[src/rtl/vol_button_ctrl.sv]
`timescale 1ns/1ps
module vol_button_ctrl #(
  parameter int VOL_W        = 6,
  parameter int RESET_VOL    = 32,
  parameter int HOLD_TICKS   = 500,
  parameter int REPEAT_TICKS = 100,
  parameter int CHORD_TICKS  = 30
)(
  input  logic             clk,
  input  logic             rst_n,
  input  logic             enable,
  input  logic             two_button,
  input  logic             tick,
  input  logic             up_n,
  input  logic             down_n,
  input  logic             mute_n,
  output logic [VOL_W-1:0] volume,
  output logic             muted
);
  localparam int MAX_T = (HOLD_TICKS > REPEAT_TICKS) ? HOLD_TICKS : REPEAT_TICKS;
  localparam int CNT_W = $clog2(MAX_T + 1);
  localparam logic [CNT_W-1:0] HOLD_END  = CNT_W'(HOLD_TICKS - 1);
  localparam logic [CNT_W-1:0] REP_END   = CNT_W'(REPEAT_TICKS - 1);
  localparam logic [CNT_W-1:0] CHORD_LIM = CNT_W'(CHORD_TICKS);
  localparam logic [CNT_W-1:0] CNT_ONE   = CNT_W'(1);
  localparam logic [VOL_W-1:0] VOL_ONE   = VOL_W'(1);
  localparam logic [VOL_W-1:0] VOL_TOP   = '1;
  localparam logic [VOL_W-1:0] VOL_RST   = VOL_W'(RESET_VOL);

  logic up, dn, mt;
  logic up_d, dn_d, mt_d;
  logic up_edge, dn_edge, mt_edge;
  logic single, limit_hit, step, chord;
  logic rep;
  logic [CNT_W-1:0] cnt;

  assign up = ~up_n;
  assign dn = ~down_n;
  assign mt = ~mute_n;

  assign up_edge = up & ~up_d;
  assign dn_edge = dn & ~dn_d;
  assign mt_edge = mt & ~mt_d;
  assign single  = up ^ dn;

  assign limit_hit = tick && (cnt == (rep ? REP_END : HOLD_END));
  assign step      = enable && single && (up_edge || dn_edge || limit_hit);
  assign chord     = enable && two_button && up && dn && (up_edge || dn_edge)
                     && !rep && (cnt < CHORD_LIM);

  always_ff @(posedge clk) begin
    if (!rst_n) begin
      up_d <= 1'b0;
      dn_d <= 1'b0;
      mt_d <= 1'b0;
    end else begin
      up_d <= up;
      dn_d <= dn;
      mt_d <= mt;
    end
  end

  always_ff @(posedge clk) begin
    if (!rst_n) begin
      cnt <= '0;
      rep <= 1'b0;
    end else if (!enable || !single || up_edge || dn_edge) begin
      cnt <= '0;
      rep <= 1'b0;
    end else if (tick) begin
      if (limit_hit) begin
        cnt <= '0;
        rep <= 1'b1;
      end else begin
        cnt <= cnt + CNT_ONE;
      end
    end
  end

  always_ff @(posedge clk) begin
    if (!rst_n) begin
      volume <= VOL_RST;
      muted  <= 1'b0;
    end else if (step) begin
      muted <= 1'b0;
      if (up && volume != VOL_TOP)
        volume <= volume + VOL_ONE;
      else if (dn && volume != '0)
        volume <= volume - VOL_ONE;
    end else if (chord) begin
      muted <= 1'b1;
    end else if (enable && !two_button && mt_edge) begin
      muted <= ~muted;
    end
  end
endmodule

[config.mk]
export PLATFORM = sky130hd
export DESIGN_NAME = vol_button_ctrl
export DESIGN_NICKNAME = d
export VERILOG_FILES = /design/src/rtl/vol_button_ctrl.sv
export SDC_FILE = /design/constraint.sdc
export NUM_CORES = 1
export LEC_CHECK = 0
export ABC_AREA = 1
export BUFFER_PORTS_ARGS = -buffer_cell sky130_fd_sc_hd__buf_2
export CORE_AREA = 2 2 49 51
export CTS_BUF_LIST = sky130_fd_sc_hd__clkbuf_4
export CTS_CLUSTER_SIZE = 8
export DETAILED_ROUTE_END_ITERATION = 8
export DIE_AREA = 0 0 51 53
export PLACE_DENSITY = 0.82
export SLEW_MARGIN = 20
export SYNTH_ARGS = -nofsm -noshare
export SYNTH_HDL_FRONTEND = slang
export SYNTH_SLANG_ARGS = --single-unit
[constraint.sdc]
create_clock -name clk -period 3.5 [get_ports clk]
set_input_delay 0.175 -clock clk [delete_from_list [all_inputs] [get_ports clk]]
set_output_delay 0.175 -clock clk [all_outputs]
set_load 0.03 [all_outputs]
==> results.yml <==
clocking:
  clkSlewWorstSetupHoldPaths_ns: 0.12
  cts_tree: "done"
  cts_sinks: 20
  numCtsBuffers: 3
  hold_buffers: 0
  post-cts-setup-buffer-count: 0
  clock_latency_ns: 0.31
  clk_path_buf_depth: 2
  cts-root-buf: "clkbuf_4"
  h-tree-depth: 1
  post_cts_resized: 0
critical_path:
  path_class: "reg2reg"
  critical_path_arrival_ns: 2.32
  crit_fanout: 7
  cp-start-kind: "flop"
  required_ns: 3.73
  crit_path_end_kind: "flop"
job:
  drv_cap: 0
sta:
  hold_viol: 0
  max_slew_margin_pct: 82.1
  finalSetupViolCount: 0
  fin_crit_sh_pct: 59.9
  finalSetupTns_ns: 0
  rsz0062_at_grt: "false"
  finClkSkew_ns: 0.00126
  holdWs_ns: 0.0230
  drv_slew: 0
  worstMarginPinSlew_ns: 0.268
  max_freq_ghz: 0.477
  period_minus_slack_ns: 2.10
global_route:
  grt_pass1_wl_microns: 4810
  grt_pass1_vias: 1181
  grtUsageTotal_pct: 23.7
  grt.overflow.total: 0
  grt_antenna_before_repair: 0
  grt_max_degree: 13
synthesis:
  synth_mux_area_share_pct: 0
  ys_ff_latch: 20
  synth_top_family_by_area: "simple AND/OR/NAND/NOR gates"
  ys_warn_count: 0
  syn_inst: 180
  synthSimpleGateAreaFrac_pct: 44.3
  yosys.area_share.adder_pct: 7.51
  syn_nets: 195
  ys_types: 30
  synth_top_cell_by_area: "dfxtp_1"
  synth_xor_area_share_pct: 3.46
  syn_area_sq_um: 1270
  synth_top_area_share_pct: 31.6
  synth_area_leaders: "dfxtp_1, nand2_1, nor2_1, inv_1, ha_1"
  ys_seq_area_share_pct: 31.6
  synth-compound-area-share_pct: 4.74
  synth.avg_cell_area_sq_um: 7.03
cells_and_area:
  syn_to_final_growth_pct: 11.9
  layout_commonest_cell: "nand2_1"
  antennaDiodeCount: 0
  seq_area_sq_um: 400
  utilization_pct: 65.9
  final_nets: 213
  instances_no_fill: 225
  multi_input_area_sq_um: 759
  most-common-layout-cells: "nand2_1, nor2_1, inv_1, dfxtp_1, buf_2"
  post_route_cells_drive_above_1_share_pct: 19.3
  final_area_sq_um: 1420
  num-fill-cells: 207
min_path:
  hold_class: "in2reg"
detailed_routing:
  final_antenna_net_count: 0
  drc_errors: 0
  vias: 1203
  wl_per_cell_microns: 12.3
  viasPerCell: 5.35
  drtPass1Iterations: 5
  wl_microns: 2760
  drt_iter0_drc: 37
die:
  die-width_microns: 51
  num_rows: 17
  pin_count: 15
  die_h_microns: 53
  initial_core_util_pct: 58.9
  core_area_sq_um: 2150
  fp.dieArea_sq_um: 2700
pwr:
  switchingPower_mw: 0.155
  p_leak_nw: 0.657
  p_int_mw: 0.387
  switching_share_pct: 28.5
  pwr-share-clk_pct: 36.0
  ir_worst_vdd_mv: 0.265
  p_comb_share_pct: 19.1
  p_seq_share_pct: 45.0
  power_density_nw_per_um2: 383
placed_design:
  place_area_sq_um: 1360
  gp_congestion: 0.810
  portBuffers: 14
  dp.final_hpwl_microns: 2100
  dp.cells: 221
status:
  status: "finished clean"
## power by group through the flow
stage / Clock, mW / Combinational (mW) / Sequential (mW)
after global placement: 0 / 0.0977 / 0.248
final: 0.195 / 0.103 / 0.244
after CTS: 0.195 / 0.102 / 0.243
after detailed placement: 0 / 0.100 / 0.249
after floorplan: 0 / 0.0641 / 0.258
after global routing: 0.204 / 0.116 / 0.245
## registers in the layout, indices dropped and copies added, names as in the netlist
name and cells:
volume 6, cnt 9, muted 1, up_d 1
dn_d 1, rep 1, mt_d 1
## synth_stat cells, drive strengths merged
cell	count
a31oi	1
xnor2	3
nor4	1
buf	1
nand3b	4
o21ai	2
nor2	34
dfxtp	20
clkinv	1
nand2	43
inv	25
nor3b	1
xor2	2
or2	1
nor3	5
fa	1
nand4	5
a41oi	1
ha	6
nand3	16
a21oi	7
## worst max-delay path, cell delays in order (launching register included)
cell and delay (ns):
dfxtp_1 0.46, nand2_1 0.08, nor2_1 0.09, nand2_1 0.07, nand2_1 0.22, inv_1 0.09
fa_1 0.42, nand3b_1 0.20, nand2_1 0.08, nand2_1 0.04, nand2_1 0.05, nand4_1 0.09
nand2_1 0.07, nor2_1 0.03
## per-layer routing
layer,up-vias,part of all wire (%),global-route usage (%)
met2,30,48,43.3
li1,609,-,-
met5,-,0,0
met3,8,5.0,4.80
met1,556,45,26.6
met4,0,1.7,10.4
## worst paths after layout
path / startpoint / end / slack, ns / cells past startpoint
setup / recovery: volume[2] / volume[4] / 1.40 / 13
hold / removal: mute_n / mt_d / 0.02 / 2
setup reg to reg: volume[2] / volume[4] / 1.40 / 13
hold reg to reg: rep / rep / 0.52 / 2
## metrics by stage
| step | power (mW) | setup slack, ns |
|---|---|---|
| after global routing | 0.564 | 1.20 |
| after detailed placement | 0.349 | 1.49 |
| final | 0.542 | 1.40 |
| after CTS | 0.540 | 1.46 |
| after floorplan | 0.323 | 1.47 |
| after global placement | 0.345 | 1.59 |
## final cells by class
type | instances | area share (%)
Multi-Input combinational cell | 133 | 53.6
Tap cell | 28 | 2.47
Clock buffer | 3 | 1.59
Inverter | 26 | 6.98
Timing Repair Buffer | 14 | 4.95
Clock inverter | 1 | 2.12
Sequential cell | 20 | 28.3
## cell families (layout without fill, tap and decap cells)
logic type	count (synthesis)	in the layout
AOI/OAI and AO/OA	11	11
xor gates and xnor gates	5	5
adders and majority gates	7	7
buffers and inverters	27	44
DFF	20	20
and+or+nand+nor	110	110
No activity file was read; power rests on OpenSTA's default activity.
